===== config.mk =====
export PLATFORM = sky130hd
export DESIGN_NAME = wu_coh_ctrl
export DESIGN_NICKNAME = d
export VERILOG_FILES = /design/src/rtl/wu_pkg.sv /design/src/rtl/wu_line_store.sv /design/src/rtl/wu_snoop.sv /design/src/rtl/wu_ctrl.sv /design/src/rtl/wu_coh_ctrl.sv
export SDC_FILE = /design/constraint.sdc
export NUM_CORES = 1
export LEC_CHECK = 0
export BUFFER_PORTS_ARGS = -buffer_cell sky130_fd_sc_hd__buf_2
export CORE_ASPECT_RATIO = 0.7
export CORE_MARGIN = 2
export CORE_UTILIZATION = 40
export DETAILED_ROUTE_END_ITERATION = 8
export PLACE_DENSITY = 0.72
export SLEW_MARGIN = 5
export SYNTH_ARGS = -nofsm -noshare
export SYNTH_HDL_FRONTEND = slang
export SYNTH_SLANG_ARGS = --single-unit

===== constraint.sdc =====
create_clock -name clk -period 3.7 [get_ports clk]
set_clock_uncertainty 0.1 [all_clocks]
set_input_delay 0.37 -clock clk [delete_from_list [all_inputs] [get_ports clk]]
set_output_delay 0.37 -clock clk [all_outputs]
set_load 0.1 [all_outputs]

===== src/rtl/wu_pkg.sv =====
package wu_pkg;

    typedef enum logic [2:0] {
        ST_BOOT,
        ST_IDLE,
        ST_WBACK,
        ST_FILL,
        ST_WTHRU
    } wu_state_e;

    typedef struct packed {
        logic shared;
        logic dirty;
    } wu_flags_t;

endpackage


===== src/rtl/wu_line_store.sv =====
module wu_line_store
    import wu_pkg::*;
#(
    parameter int IDX_W  = 2,
    parameter int TAG_W  = 4,
    parameter int DATA_W = 16
) (
    input  logic              clk,
    input  logic              rst_n,
    input  logic [IDX_W-1:0]  c_idx,
    output logic [TAG_W-1:0]  c_tag,
    output wu_flags_t         c_flags,
    output logic [DATA_W-1:0] c_data,
    input  logic [IDX_W-1:0]  s_idx,
    output logic [TAG_W-1:0]  s_tag,
    output wu_flags_t         s_flags,
    output logic [DATA_W-1:0] s_data,
    input  logic              a_en,
    input  logic [IDX_W-1:0]  a_idx,
    input  logic [TAG_W-1:0]  a_tag,
    input  wu_flags_t         a_flags,
    input  logic [DATA_W-1:0] a_data,
    input  logic              b_en,
    input  logic [IDX_W-1:0]  b_idx,
    input  wu_flags_t         b_flags,
    input  logic              b_data_en,
    input  logic [DATA_W-1:0] b_data
);
    localparam int LINES = 1 << IDX_W;

    logic [TAG_W-1:0]  tag_q [LINES];
    wu_flags_t         flg_q [LINES];
    logic [DATA_W-1:0] dat_q [LINES];

    // Tag and flags: snoop port wins over the controller port on the same line.
    always_ff @(posedge clk or negedge rst_n) begin
        if (!rst_n) begin
            for (int i = 0; i < LINES; i++) begin
                tag_q[i] <= '0;
                flg_q[i] <= '0;
            end
        end else begin
            for (int i = 0; i < LINES; i++) begin
                if (b_en && b_idx == IDX_W'(i)) begin
                    flg_q[i] <= b_flags;
                end else if (a_en && a_idx == IDX_W'(i)) begin
                    tag_q[i] <= a_tag;
                    flg_q[i] <= a_flags;
                end
            end
        end
    end

    // Data array holds no reset; BOOT fills every line.
    always_ff @(posedge clk) begin
        for (int i = 0; i < LINES; i++) begin
            if (b_en && b_data_en && b_idx == IDX_W'(i)) begin
                dat_q[i] <= b_data;
            end else if (a_en && a_idx == IDX_W'(i)) begin
                dat_q[i] <= a_data;
            end
        end
    end

    assign c_tag   = tag_q[c_idx];
    assign c_flags = flg_q[c_idx];
    assign c_data  = dat_q[c_idx];
    assign s_tag   = tag_q[s_idx];
    assign s_flags = flg_q[s_idx];
    assign s_data  = dat_q[s_idx];

endmodule


===== src/rtl/wu_snoop.sv =====
module wu_snoop
    import wu_pkg::*;
#(
    parameter int IDX_W  = 2,
    parameter int TAG_W  = 4,
    parameter int DATA_W = 16
) (
    input  logic              snp_valid,
    input  logic              snp_we,
    input  logic [TAG_W-1:0]  snp_tag,
    input  logic [DATA_W-1:0] snp_wdata,
    input  logic              filled,
    input  logic [TAG_W-1:0]  line_tag,
    input  wu_flags_t         line_flags,
    input  logic [DATA_W-1:0] line_data,
    output logic              hit,
    output logic              supply,
    output logic [DATA_W-1:0] supply_data,
    output logic              upd_en,
    output wu_flags_t         upd_flags,
    output logic              upd_data_en,
    output logic [DATA_W-1:0] upd_data
);
    always_comb begin
        hit         = snp_valid && filled && (line_tag == snp_tag);
        supply      = hit && !snp_we && line_flags.dirty;
        supply_data = line_data;
        upd_en      = hit;
        upd_data_en = hit && snp_we;
        upd_data    = snp_wdata;
        upd_flags   = line_flags;
        upd_flags.shared = 1'b1;
        if (snp_we) begin
            upd_flags.dirty = 1'b0;
        end
    end

endmodule


===== src/rtl/wu_ctrl.sv =====
module wu_ctrl
    import wu_pkg::*;
#(
    parameter int ADDR_W = 6,
    parameter int IDX_W  = 2,
    parameter int DATA_W = 16
) (
    input  logic              clk,
    input  logic              rst_n,
    input  logic              cpu_req,
    input  logic              cpu_we,
    input  logic [ADDR_W-1:0] cpu_addr,
    input  logic [DATA_W-1:0] cpu_wdata,
    output logic              cpu_ready,
    input  logic              snp_conflict,
    input  logic [ADDR_W-IDX_W-1:0] line_tag,
    input  wu_flags_t         line_flags,
    input  logic [DATA_W-1:0] line_data,
    output logic              bus_req,
    output logic              bus_we,
    output logic [ADDR_W-1:0] bus_addr,
    output logic [DATA_W-1:0] bus_wdata,
    input  logic              bus_ack,
    input  logic [DATA_W-1:0] bus_rdata,
    input  logic              bus_shared_in,
    output logic              a_en,
    output logic [IDX_W-1:0]  a_idx,
    output logic [ADDR_W-IDX_W-1:0] a_tag,
    output wu_flags_t         a_flags,
    output logic [DATA_W-1:0] a_data,
    output wu_state_e         state,
    output logic [IDX_W-1:0]  boot_cnt
);
    localparam int TAG_W = ADDR_W - IDX_W;
    localparam int LINES = 1 << IDX_W;
    localparam logic [IDX_W-1:0] LAST_IDX = IDX_W'(LINES - 1);

    wu_state_e        state_q, state_d;
    logic [IDX_W-1:0] cnt_q;
    logic [IDX_W-1:0] cpu_idx;
    logic [TAG_W-1:0] cpu_tag;
    logic             hit;
    logic             go;

    assign cpu_idx = cpu_addr[IDX_W-1:0];
    assign cpu_tag = cpu_addr[ADDR_W-1:IDX_W];
    assign hit     = (line_tag == cpu_tag);
    assign go      = cpu_req && !snp_conflict;

    always_ff @(posedge clk or negedge rst_n) begin
        if (!rst_n) begin
            state_q <= ST_BOOT;
            cnt_q   <= '0;
        end else begin
            state_q <= state_d;
            if (state_q == ST_BOOT && bus_ack) begin
                cnt_q <= cnt_q + 1'b1;
            end
        end
    end

    always_comb begin
        state_d = state_q;
        unique case (state_q)
            ST_BOOT:  if (bus_ack && cnt_q == LAST_IDX) state_d = ST_IDLE;
            ST_IDLE: begin
                if (go && !hit) begin
                    state_d = line_flags.dirty ? ST_WBACK : ST_FILL;
                end else if (go && cpu_we && line_flags.shared) begin
                    state_d = ST_WTHRU;
                end
            end
            ST_WBACK: if (bus_ack) state_d = ST_FILL;
            ST_FILL:  if (bus_ack) state_d = ST_IDLE;
            ST_WTHRU: if (bus_ack) state_d = ST_IDLE;
            default:  state_d = ST_IDLE;
        endcase
    end

    always_comb begin
        cpu_ready = 1'b0;
        bus_req   = 1'b0;
        bus_we    = 1'b0;
        bus_addr  = cpu_addr;
        bus_wdata = cpu_wdata;
        a_en      = 1'b0;
        a_idx     = cpu_idx;
        a_tag     = cpu_tag;
        a_flags   = '{shared: bus_shared_in, dirty: 1'b0};
        a_data    = bus_rdata;
        unique case (state_q)
            ST_BOOT: begin
                bus_req  = 1'b1;
                bus_addr = {{TAG_W{1'b0}}, cnt_q};
                a_en     = bus_ack;
                a_idx    = cnt_q;
                a_tag    = '0;
            end
            ST_IDLE: begin
                if (!cpu_req) begin
                    cpu_ready = 1'b1;
                end else if (go && hit && !cpu_we) begin
                    cpu_ready = 1'b1;
                end else if (go && hit && !line_flags.shared) begin
                    cpu_ready = 1'b1;
                    a_en      = 1'b1;
                    a_flags   = '{shared: 1'b0, dirty: 1'b1};
                    a_data    = cpu_wdata;
                end
            end
            ST_WBACK: begin
                bus_req   = 1'b1;
                bus_we    = 1'b1;
                bus_addr  = {line_tag, cpu_idx};
                bus_wdata = line_data;
            end
            ST_FILL: begin
                bus_req = 1'b1;
                a_en    = bus_ack;
            end
            ST_WTHRU: begin
                bus_req   = 1'b1;
                bus_we    = 1'b1;
                cpu_ready = bus_ack;
                a_en      = bus_ack;
                a_data    = cpu_wdata;
            end
            default: ;
        endcase
    end

    assign state    = state_q;
    assign boot_cnt = cnt_q;

endmodule


===== src/rtl/wu_coh_ctrl.sv =====
module wu_coh_ctrl
    import wu_pkg::*;
#(
    parameter int ADDR_W = 6,
    parameter int IDX_W  = 2,
    parameter int DATA_W = 16
) (
    input  logic              clk,
    input  logic              rst_n,
    input  logic              cpu_req,
    input  logic              cpu_we,
    input  logic [ADDR_W-1:0] cpu_addr,
    input  logic [DATA_W-1:0] cpu_wdata,
    output logic [DATA_W-1:0] cpu_rdata,
    output logic              cpu_ready,
    output logic              bus_req,
    output logic              bus_we,
    output logic [ADDR_W-1:0] bus_addr,
    output logic [DATA_W-1:0] bus_wdata,
    input  logic              bus_ack,
    input  logic [DATA_W-1:0] bus_rdata,
    input  logic              bus_shared_in,
    output logic              bus_shared_out,
    input  logic              snp_valid,
    input  logic              snp_we,
    input  logic [ADDR_W-1:0] snp_addr,
    input  logic [DATA_W-1:0] snp_wdata,
    output logic              snp_supply,
    output logic [DATA_W-1:0] snp_rdata
);
    localparam int TAG_W = ADDR_W - IDX_W;

    wu_state_e         ctl_state;
    logic [IDX_W-1:0]  boot_cnt;
    logic [IDX_W-1:0]  snp_idx;
    logic [TAG_W-1:0]  c_tag, s_tag, a_tag;
    wu_flags_t         c_flags, s_flags, a_flags, b_flags;
    logic [DATA_W-1:0] c_data, s_data, a_data, b_data;
    logic              a_en, b_en, b_data_en;
    logic [IDX_W-1:0]  a_idx;
    logic              snp_hit, filled, snp_conflict;

    assign snp_idx      = snp_addr[IDX_W-1:0];
    assign filled       = (ctl_state != ST_BOOT) || (snp_idx < boot_cnt);
    assign snp_conflict = snp_hit && (snp_idx == cpu_addr[IDX_W-1:0]);
    assign cpu_rdata    = c_data;
    assign bus_shared_out = snp_hit;

    wu_line_store #(.IDX_W(IDX_W), .TAG_W(TAG_W), .DATA_W(DATA_W)) u_store (
        .clk(clk), .rst_n(rst_n),
        .c_idx(cpu_addr[IDX_W-1:0]), .c_tag(c_tag), .c_flags(c_flags), .c_data(c_data),
        .s_idx(snp_idx), .s_tag(s_tag), .s_flags(s_flags), .s_data(s_data),
        .a_en(a_en), .a_idx(a_idx), .a_tag(a_tag), .a_flags(a_flags), .a_data(a_data),
        .b_en(b_en), .b_idx(snp_idx), .b_flags(b_flags), .b_data_en(b_data_en), .b_data(b_data)
    );

    wu_snoop #(.IDX_W(IDX_W), .TAG_W(TAG_W), .DATA_W(DATA_W)) u_snoop (
        .snp_valid(snp_valid), .snp_we(snp_we), .snp_tag(snp_addr[ADDR_W-1:IDX_W]),
        .snp_wdata(snp_wdata), .filled(filled),
        .line_tag(s_tag), .line_flags(s_flags), .line_data(s_data),
        .hit(snp_hit), .supply(snp_supply), .supply_data(snp_rdata),
        .upd_en(b_en), .upd_flags(b_flags), .upd_data_en(b_data_en), .upd_data(b_data)
    );

    wu_ctrl #(.ADDR_W(ADDR_W), .IDX_W(IDX_W), .DATA_W(DATA_W)) u_ctrl (
        .clk(clk), .rst_n(rst_n),
        .cpu_req(cpu_req), .cpu_we(cpu_we), .cpu_addr(cpu_addr), .cpu_wdata(cpu_wdata),
        .cpu_ready(cpu_ready), .snp_conflict(snp_conflict),
        .line_tag(c_tag), .line_flags(c_flags), .line_data(c_data),
        .bus_req(bus_req), .bus_we(bus_we), .bus_addr(bus_addr), .bus_wdata(bus_wdata),
        .bus_ack(bus_ack), .bus_rdata(bus_rdata), .bus_shared_in(bus_shared_in),
        .a_en(a_en), .a_idx(a_idx), .a_tag(a_tag), .a_flags(a_flags), .a_data(a_data),
        .state(ctl_state), .boot_cnt(boot_cnt)
    );

endmodule


==> results.md, run 1 <==
* Share of the clock period used by the worst path at 96.7%
* Post-synthesis register bit count at just over 90
* Fmax at 280 MHz
* Final hold vios at 0
* Peak fanout along the critical path at 14
* Critical hold path startpoint: bus_shared_in
* Layout Nets at between 700 and 800
* Max-slew violation total from the final report at 0
* Reg-to-Reg Start: u_store.tag_q[0]
* Number of design rule violations left after detail routing at 0
* Hold endpoint: u_store.flg_q[3]
* Number of enable-type register cells in the synthesized netlist at 64
* Number of antenna violations at the first check in global routing at 1
* Slack of the worst reg-to-reg path at 0.44 ns
* Number of violations of the max-capacitance limit at 0
* Number of filler instances in the final layout at 1334
* Fin area at 7590 sq um
* Die width at roughly 150 um
* Kind of capture point of the worst setup path: primary output
* Result of the run: finished clean
* Floorplan Core Area at 15500 sq um
* Bufs on Longest Clock Path at 2
* Worst Tran Pin Value at approximately 1.0 ns
* Hold slack at 0.203 ns
* Iteration-0 DRC Markers at 660
* Synthesized area divided by synthesized cell count at 12.0 sq um
* Critical Path Most Common Cell: sky130_fd_sc_hd__buf_4
* Routed Antenna Nets at 0
* All-layer global routing usage at 23.4%
* Number of levels the H-tree was split into at 3
* Detailed-route via count at 5271
* Clk sinks at 93
* Cells after synthesis at 531
* Slowest library cell on the worst path: sky130_fd_sc_hd__mux4_2
* Main synth FF type: sky130_fd_sc_hd__edfxtp_1
* Effective utilization at floorplan at 41.1%
* Chip height at 110 um
* Final Routed Wirelength at around 20 mm
* Total setup violations reported at the end of the flow at 0
* Initial DRT Pass Iterations at 5
* Number of buffers and inverters on the critical path at 5
* Inserted Clock Buffers at 9
* Share of cells above drive strength 1 at 46.5%
* Setup tns final at 0 ns
* Placer Congestion at 0.916
* Wire length of the first global-routing pass at 29.4 mm
* Total Power at ~4 mW
* Via count normalized by instance count at about 6.1
* Die area at 17000 sq um
* Setup bufs post-CTS at 0
* Placed wire-length estimate at 14.1 mm
* Power per cell area at 542 nW/um^2
* GR Overflow Total at 0
* Critical Path Source Type: register
* Asr flop ratio synth at 31.2%
* Critical Path AT at 3.11 ns
* Worst hold path stage count at 3
* Cell family contributing the most delay on the critical path: buffers and inverters
* Worst endpoint required time at 3.23 ns
* Worst R2R Path Depth at 10
* Area grow syn2layout at 19.0%
* Syn_nets at 601
* Via count of the first global-routing pass at 4995
* Critical path class: register to primary output
* Post-placement cell area at 7310 sq um
* # rows at 38
* Clock network latency to the later pin of the worst-skew pair at between 0.3 and 0.4 ns
* Relative max-transition margin at 30.9%
* Sequential fraction of the synthesis area at 41.5%
* WL/cell at 23.0 um
* Buffers added on ports at around 130
* TritonCTS clock tree: built
* Hold/Removal Path Class: input pin to register
* Total I/O pin count at between 100 and 150
* Yosys Warn Count at 0
* Maximum number of pins on one net before global-route repair at 30
* Cells along the critical path: mux4_2 -> xor2_1 -> a2111oi_4 -> o21ai_2 -> buf_4 -> buf_4 -> inv_1 -> nand3_1 -> clkinvlp_4 -> buf_12
* Reg-to-reg critical path endpoint: u_store.dat_q[3][14]
* RSZ-0062 raised after global routing: no
* Number of unique standard cell types used by synthesis at 49
* Clock slew at the register clock pins of the worst setup and hold paths at 0.07 ns
* Final period demand of the worst path at 3.58 ns
* LEAKAGE at 2.88 nW
* Max VDD drop at 270 uV
* Area of the mapped netlist at 6380 sq um
* Clock root cell: sky130_fd_sc_hd__clkbuf_16
* Max stage delay on crit path at ~0.49 ns
## worst max-delay path by stage
stage | start | end | slack [ns] | cells past startpoint
after floorplan | u_ctrl.state[0] | bus_addr[2] | 0.01 | 6
after global placement | snp_addr[0] | u_store.dat_q[1][12] | 0.32 | 8
after detailed placement | snp_addr[0] | u_store.dat_q[1][13] | 0.26 | 8
after CTS | u_store.tag_q[0] | snp_supply | 0.14 | 10
after global routing | u_store.tag_q[0] | snp_supply | 0.005 | 10
final | u_store.tag_q[0] | snp_supply | 0.12 | 10
## stage by stage
| stage | util [%] | instances | worst slack [ns] |
|---|---|---|---|
| after floorplan | - | 531 | 0.0116 |
| final | 48.8 | 859 | 0.123 |
| after detailed placement | 47.0 | 842 | 0.264 |
| after global placement | 47.0 | 842 | 0.323 |
| after CTS | 48.8 | 858 | 0.136 |
| after global routing | 48.8 | 859 | 0.00528 |
## where the power goes
group          switching (mW)  internal, mW  total (mW)
combinational            1.18         0.589        1.77
clock                   0.408         0.451       0.860
sequential              0.160          1.33        1.49
## final cells by class
cell class	count	area (sq um)	share of cell area (%)
diodes	1	2.50	0.0330
inverters	15	60.1	0.791
flip-flops and latches	93	2650	34.9
well taps	200	250	3.30
clock buffers	9	225	2.97
clock inverters	6	38.8	0.511
multi-input cells	386	3520	46.3
repair buffers	149	851	11.2
## layout by cell type (no fill, tap or decap), drive strengths merged, types with 10 or more instances in the layout
cell,count
buf,148
mux2,98
edfxtp,64
nand2,55
mux4,41
nor2,36
o21ai,34
dfrtp,29
nand3,19
o211ai,18
inv,16
xnor2,10
## flip-flops by register name, summed over array words and instances (netlist names)
register / flops
u_store.dat_q: 64
u_store.tag_q: 16
u_store.flg_q: 8
u_ctrl.state: 3
u_ctrl.boot_cnt: 2
## cells in the mapped netlist, drive strengths merged (2+ instances only)
| cell type | count | share of area, % |
|---|---|---|
| a211oi | 5 | 0.82 |
| inv | 15 | 0.88 |
| o211ai | 18 | 2.1 |
| nand4 | 3 | 0.29 |
| a22oi | 3 | 0.35 |
| buf | 15 | 1.6 |
| and3 | 4 | 0.39 |
| nand2 | 55 | 3.2 |
| a21o | 2 | 0.24 |
| nand3 | 19 | 1.5 |
| o21ai | 34 | 3.1 |
| xnor2 | 10 | 1.4 |
| nor2b | 4 | 0.39 |
| ha | 2 | 0.39 |
| a21oi | 9 | 0.82 |
| mux4 | 41 | 14 |
| edfxtp | 64 | 30 |
| nor2 | 36 | 2.2 |
| mux2 | 98 | 17 |
| nand2b | 4 | 0.39 |
| and2 | 2 | 0.20 |
| xor2 | 4 | 0.55 |
| o22ai | 4 | 0.39 |
| nor3 | 5 | 0.47 |
| dfrtp | 29 | 11 |
| mux2i | 9 | 1.4 |
| clkbuf | 22 | 1.3 |
| a31oi | 3 | 0.29 |
| a211o | 3 | 0.41 |
## metal layers
layer	wire length (um)	part of all wire, %	vias to the layer above	global-route usage [%]
met5	0	0	-	0
met4	346	1.7	0	7.21
met3	1940	9.8	25	5.40
met2	9140	46	318	36.3
met1	8360	42	2650	32.8
li1	-	-	2278	-
## worst register-to-register path: stages, from the launching register on
cell                        delay, ns
sky130_fd_sc_hd__dfrtp_1         0.41
sky130_fd_sc_hd__mux4_2          0.49
sky130_fd_sc_hd__xor2_1          0.18
sky130_fd_sc_hd__a2111oi_4       0.37
sky130_fd_sc_hd__o21ai_2         0.18
sky130_fd_sc_hd__buf_4           0.23
sky130_fd_sc_hd__buf_4           0.20
sky130_fd_sc_hd__nor2_1          0.32
sky130_fd_sc_hd__nand2_1         0.09
sky130_fd_sc_hd__nand2_1         0.08
sky130_fd_sc_hd__buf_4           0.29
## cells by family after synthesis
kind of cell | after synthesis | synth area share [%]
compound gates | 88 | 9.78
xor+xnor | 14 | 1.92
fa+ha+maj | 2 | 0.392
buf+inv | 52 | 3.78
flops | 93 | 41.5
mux | 148 | 33.2
simple gates | 134 | 9.49
## repair_timing
action,CTS,global route
hold buffers,1,0
endpoints found under the setup margin,0,1
gates resized for setup,0,1
endpoints found under the hold margin,29,0
Note: power is estimated with default switching activity, not from simulation.
==> run 2, diff against run 1 <==
- PLACE_DENSITY: 0.72 -> 0.74
- clock period: 3.7 -> 3.2 ns (I/O delays scaled with it)
==> results.md, run 2 (synthesis gave the netlist of run 1 again) <==
* Result of the run: complete, but fails checks
* Failing checks: negative setup slack
* Number of design rule violations left after detail routing at 0
* Commonest cells after routing, fill and taps aside: sky130_fd_sc_hd__buf_2 (124), sky130_fd_sc_hd__edfxtp_1 (64), sky130_fd_sc_hd__mux2_2 (61), sky130_fd_sc_hd__nand2_1 (54), sky130_fd_sc_hd__buf_4 (54)
* Critical Path Source Type: register
* Largest registers: u_store.dat_q x64, u_store.tag_q x16, u_store.flg_q x8
* # rows at 38
* Initial DRT Pass Iterations at 6
* Final worst slack at -0.0210 ns
* Area taken by multi-input logic gates at 3710 sq um
* Floorplan Core Area at roughly 16000 sq um
* Number of filler instances in the final layout at 1215
* Total I/O pin count at 127
* Final standard cell count with taps included and fillers excluded at between 900 and 1000
* TritonCTS clock tree: built
* Clock network latency to the later pin of the worst-skew pair at ~0.36 ns
* Via count of the first global-routing pass at 5518
* Power per cell area at between 600 and 700 nW/um^2
* Peak fanout along the critical path at 5
* WL/cell at 24.0 um
* Number of antenna violations at the first check in global routing at 1
* Buffers added on ports at 126
* Relative max-transition margin at 52.4%
* Bufs on Longest Clock Path at 2
* Iteration-0 DRC Markers at approximately 640
* Worst endpoint required time at 3.21 ns
* Sw power at 2.16 mW
* Area grow syn2layout at 32.4%
* Clock slew at the register clock pins of the worst setup and hold paths at 0.07 ns
* Flip-flop count of the largest register after layout at 64
* Critical Path AT at 3.23 ns
* Layout Nets at 780
* Hold/Removal Path Class: input pin to register
* Setup slack after placement at -0.178 ns
* Sequential power share at 33.5%
* RSZ-0062 raised after global routing: yes
* Via count normalized by instance count at 6.22
* Final Routed Wirelength at ~22 mm
* Max VDD drop at 339 uV
* FF/Latch Area at around 2600 sq um
* Worst hold path stage count at 3
* Effective utilization at floorplan at 41.1%
* Detailed-route via count at approximately 5700
* Worst R2R Path Depth at 11
* GR Overflow Total at 0
* Number of levels the H-tree was split into at 3
* Max-slew violation total from the final report at 0
* Maximum number of pins on one net before global-route repair at 30
* Placer Congestion at about 1
* Wire length of the first global-routing pass at 31.4 mm
* Internal power summed over all cells at 2.93 mW
* Clock root cell: sky130_fd_sc_hd__clkbuf_16
* Biggest register: u_store.dat_q
* Final hold vios at 0
* Fraction of power consumed by combinational cells at 46.3%
* All-layer global routing usage at 24.8%
* Clock network power share at 20.1%
* Clk sinks at 93
* LEAKAGE at about 3.4 nW
* Routed Antenna Nets at 0
* Number of violations of the max-capacitance limit at 0
* Leading cell type in the layout, fill and taps excluded: sky130_fd_sc_hd__buf_2
* Final period demand of the worst path at 3.22 ns
* Worst Tran Pin Value at 0.714 ns
* Share of cells above drive strength 1 at 52.6%
* Switching portion of total power at 42.4%
* Kind of capture point of the worst setup path: register
* Count of inserted antenna diode cells at 0
* Critical path class: register to register
* Fmax at 310 MHz
* Share of the clock period used by the worst path at 101%
* Chip height at 110 um
* Inserted Clock Buffers at 9
* Die area at 17000 sq um
* Placed wire-length estimate at 14.6 mm
* Total setup violations reported at the end of the flow at 15
* Number of cells after detailed placement at between 800 and 900
* Die width at 155 um
-- run 2: cell count changes in the layout (fill, tap and decap cells not counted), moves of 6 or more --
cell,change
sky130_fd_sc_hd__mux2_2,-23
sky130_fd_sc_hd__buf_12,+12
sky130_fd_sc_hd__mux2_1,-7
sky130_fd_sc_hd__mux2_4,+30
sky130_fd_sc_hd__buf_6,+6
sky130_fd_sc_hd__buf_4,+32
-- run 2: metrics by stage --
| stage | util [%] | setup TNS (ns) | hold WS, ns | total power [mW] | area [sq um] |
|---|---|---|---|---|---|
| after floorplan | - | -13.08 | -0.0756 | 3.27 | 6430 |
| after global placement | 48.6 | -3.66 | 0.275 | 3.76 | 7550 |
| after detailed placement | 48.6 | -9.84 | 0.292 | 3.83 | 7550 |
| after CTS | 52.2 | -0.144 | 0.151 | 4.94 | 8110 |
| after global routing | 54.4 | -2.07 | 0.164 | 5.26 | 8450 |
| final | 54.4 | -0.168 | 0.156 | 5.09 | 8450 |
-- run 2: worst paths after layout --
path                             startpoint                  end  slack [ns]
max                        u_store.tag_q[3]  u_store.dat_q[1][1]       -0.02
min                           bus_shared_in     u_store.flg_q[3]        0.16
max reg2reg                u_store.tag_q[3]  u_store.dat_q[1][1]       -0.02
min reg2reg                u_store.flg_q[3]     u_store.flg_q[3]        0.45
max in group asynchronous             rst_n    u_store.tag_q[15]        2.12
min in group asynchronous             rst_n     u_store.tag_q[2]        0.43
-- run 2: layer usage --
layer / GRT usage (%) / share of wire [%] / up-vias
met5: 0 / 0.059 / -
met1: 32.6 / 39 / 2804
met3: 8.40 / 12 / 77
li1: - / - / 2394
met4: 12.1 / 4.0 / 2
met2: 36.9 / 45 / 410
-- run 2: area by class of cell --
class	instances	area share (%)
sequential	93	31.3
clock inverter	7	0.592
tap	200	2.96
clock buffer	9	2.66
timing repair buffer	205	17.9
multi-input combinational	386	43.9
inverter	15	0.755
-- run 2: worst max-delay path, cell delays in order, from the launching register on --
cell,delay (ns)
sky130_fd_sc_hd__dfrtp_1,0.41
sky130_fd_sc_hd__mux4_2,0.52
sky130_fd_sc_hd__xor2_2,0.21
sky130_fd_sc_hd__a2111oi_4,0.35
sky130_fd_sc_hd__o21ai_4,0.13
sky130_fd_sc_hd__buf_6,0.16
sky130_fd_sc_hd__buf_8,0.13
sky130_fd_sc_hd__buf_4,0.13
sky130_fd_sc_hd__o21ai_0,0.23
sky130_fd_sc_hd__o211ai_1,0.14
sky130_fd_sc_hd__buf_4,0.18
sky130_fd_sc_hd__mux2_4,0.27
-- run 2: power by group through the flow --
| stage | Sequential [mW] | Clock (mW) | Combinational (mW) |
|---|---|---|---|
| 2_1_floorplan | 1.65 | 0 | 1.63 |
| 3_3_place_gp | 1.70 | 0 | 2.06 |
| 3_5_place_dp | 1.72 | 0 | 2.11 |
| 4_1_cts | 1.70 | 1.02 | 2.21 |
| 5_1_grt | 1.72 | 1.08 | 2.46 |
| 6_report | 1.71 | 1.03 | 2.36 |
-- run 2: repair_timing --
action | CTS | global route
pin swaps | 6 | 19
endpoints found under the setup margin | 55 | 129
resized for setup | 34 | 29
hold buffers | 1 | 0
cloned | 2 | 3
hold endpoints to repair | 29 | 0
setup buffers | 14 | 21
==> run 3, diff against run 2 <==
- PLACE_DENSITY: 0.74 -> 0.72
- SLEW_MARGIN: 5 -> 10
- clock period: 3.2 -> 3.93 ns (I/O delays scaled with it)
==> results.md, run 3 (synthesis gave the netlist of run 1 again) <==
* Switching portion of total power at about two fifths
* Die width at roughly 150 um
* Number of instances resized during post-cts repair at 0
* FF/Latch Area at 2650 sq um
* Reg-to-reg critical path endpoint: u_store.dat_q[0][11]
* WL/cell at 22.5 um
* Number of levels the H-tree was split into at 3
* Clock root cell: sky130_fd_sc_hd__clkbuf_16
* Worst hold path stage count at 3
* Share of cells above drive strength 1 at between 40% and 50%
* Critical Path Source Type: register
* Initial DRT Pass Iterations at 5
* Critical hold path startpoint: bus_shared_in
* Final worst slack at roughly 0.44 ns
* Slowest library cell on the worst path: sky130_fd_sc_hd__mux4_2
* Setup slack after placement at roughly 0.46 ns
* # rows at 38
* GR Overflow Total at 0
* Fraction of power consumed by combinational cells at between 40% and 50%
* Placer Congestion at 0.968
* Commonest cells after routing, fill and taps aside: sky130_fd_sc_hd__buf_2 (123), sky130_fd_sc_hd__mux2_2 (84), sky130_fd_sc_hd__edfxtp_1 (64), sky130_fd_sc_hd__nand2_1 (55), sky130_fd_sc_hd__mux4_2 (41)
* Largest registers: u_store.dat_q x64, u_store.tag_q x16, u_store.flg_q x8
* Max VDD drop at 246 uV
* Maximum number of pins on one net before global-route repair at 30
* Share of the clock period used by the worst path at 88.9%
* Result of the run: finished clean
* GR met2 Demand/Resource at ~38%
* Placed wire-length estimate at 14.1 mm
* Final period demand of the worst path at around 3.5 ns
* Relative max-transition margin at 26.7%
* Iteration-0 DRC Markers at 506
* Global-route met1 utilization at 30.7%
* Buffers added on ports at 126
* Worst R2R Path Depth at 9
* Inserted Clock Buffers at 9
* Detailed-route via count at 5210
* Die area at 17000 sq um
* Via count normalized by instance count at between 6 and 7
* Fmax at 286 MHz
* Fin area at 7640 sq um
* Worst Tran Pin Value at about 1.1 ns
* Setup bufs post-CTS at 0
* Reg-to-Reg Start: u_ctrl.state[0]
* Sw power at 1.63 mW
* Critical Path Most Common Cell: sky130_fd_sc_hd__inv_1
* TritonCTS clock tree: built
* Flip-flop count of the largest register after layout at 64
* Number of violations of the max-capacitance limit at 0
* Final Routed Wirelength at 19.4 mm
* Cells along the critical path: mux4_2 -> xor2_1 -> a2111oi_4 -> o21ai_2 -> buf_4 -> inv_1 -> nand3_1 -> inv_1 -> buf_12
* Total setup violations reported at the end of the flow at 0
* Total I/O pin count at 127
* Hold/Removal Path Class: input pin to register
* Sequential power share at a little over a third
* Number of filler instances in the final layout at between 1000 and 1500
* Area grow syn2layout at 19.6%
* Power per cell area at 515 nW/um^2
* Number of buffers and inverters on the critical path at 4
* Setup tns final at 0 ns
* Peak fanout along the critical path at 16
* Area taken by multi-input logic gates at 3510 sq um
* Cell family contributing the most delay on the critical path: buffers and inverters
* Clk sinks at 93
* Number of antenna violations at the first check in global routing at 1
* Kind of capture point of the worst setup path: primary output
* Clock network latency to the later pin of the worst-skew pair at 0.34 ns
* All-layer global routing usage at 23.0%
* Clock network power share at 22.5%
* Via count of the first global-routing pass at 5167
* Bufs on Longest Clock Path at 2
* Floorplan Core Area at 15500 sq um
* Biggest register: u_store.dat_q
* Clock slew at the register clock pins of the worst setup and hold paths at 0.06 ns
* Max-slew violation total from the final report at 0
* Final hold vios at 0
* Routed Antenna Nets at 0
* Effective utilization at floorplan at 41.1%
* Wire length of the first global-routing pass at a little under 30 mm
* Number of buffers added to fix hold violations after cts at 1
* Slack of the worst reg-to-reg path at approximately 0.65 ns
* Met3 Use GR at between 5 and 6%
* Critical Path AT at 3.00 ns
* RSZ-0062 raised after global routing: no
* Max stage delay on crit path at 0.49 ns
* Post-placement cell area at around 7300 sq um
* Worst endpoint required time at 3.44 ns
* Hold slack at 0.250 ns
* Peak-usage layer in the global routing report: met2
* Chip height at ~110 um
* Critical path class: register to primary output
* LEAKAGE at around 2.9 nW
* Internal power summed over all cells at roughly 2.3 mW
* Number of design rule violations left after detail routing at 0
* Number of logic stages on the critical path including buffering at 9
* Layout Nets at ~730
* Count of inserted antenna diode cells at 0
* Hold endpoint: u_store.flg_q[3]
* Leading cell type in the layout, fill and taps excluded: sky130_fd_sc_hd__buf_2
[run 3: final cells by class]
class | count | share of cell area [%]
Clock inverter | 7 | 0.967
Multi-Input combinational cell | 386 | 46.0
Clock buffer | 9 | 2.95
Sequential cell | 93 | 34.7
Timing Repair Buffer | 152 | 11.4
Inverter | 15 | 0.737
Tap cell | 200 | 3.28
[run 3: power groups by stage]
stage,registers [mW],clock network (mW),logic [mW]
floorplan,1.34,0,1.31
global placement,1.38,0,1.63
detailed placement,1.39,0,1.66
CTS,1.37,0.887,1.66
global route,1.39,0.927,1.76
finish,1.38,0.884,1.67
[run 3: worst max path at each step]
stage	from	endpoint	slack, ns
final	u_store.tag_q[3]	snp_supply	0.44
after global placement	snp_addr[0]	u_store.dat_q[1][7]	0.48
after CTS	u_store.tag_q[0]	snp_supply	0.48
after floorplan	snp_addr[0]	snp_supply	0.14
after detailed placement	cpu_addr[0]	u_store.dat_q[0][6]	0.46
after global routing	u_store.tag_q[8]	snp_supply	0.32
[run 3: worst register-to-register path, stage by stage, from the launching register on]
cell and delay (ns):
sky130_fd_sc_hd__dfrtp_1 0.57, sky130_fd_sc_hd__nor3_2 0.32, sky130_fd_sc_hd__mux2i_1 0.46, sky130_fd_sc_hd__inv_1 0.17, sky130_fd_sc_hd__nor2_1 0.28, sky130_fd_sc_hd__nand2_1 0.13, sky130_fd_sc_hd__o21bai_1 0.22, sky130_fd_sc_hd__a21oi_2 0.12
sky130_fd_sc_hd__buf_4 0.28, sky130_fd_sc_hd__mux2_2 0.39
[run 3: through the flow]
step                utilization [%]  cells  total power [mW]
global route                   49.1    862              4.08
global placement               47.1    845              3.01
floorplan                         -    531              2.65
detailed placement             47.1    845              3.05
CTS                            49.1    862              3.93
finish                         49.1    862              3.93
[run 3: routing by layer]
metal,wire (um),vias up
li1,-,2286
met1,7890,2572
met2,9210,314
met3,1890,36
met4,373,2
met5,16,-
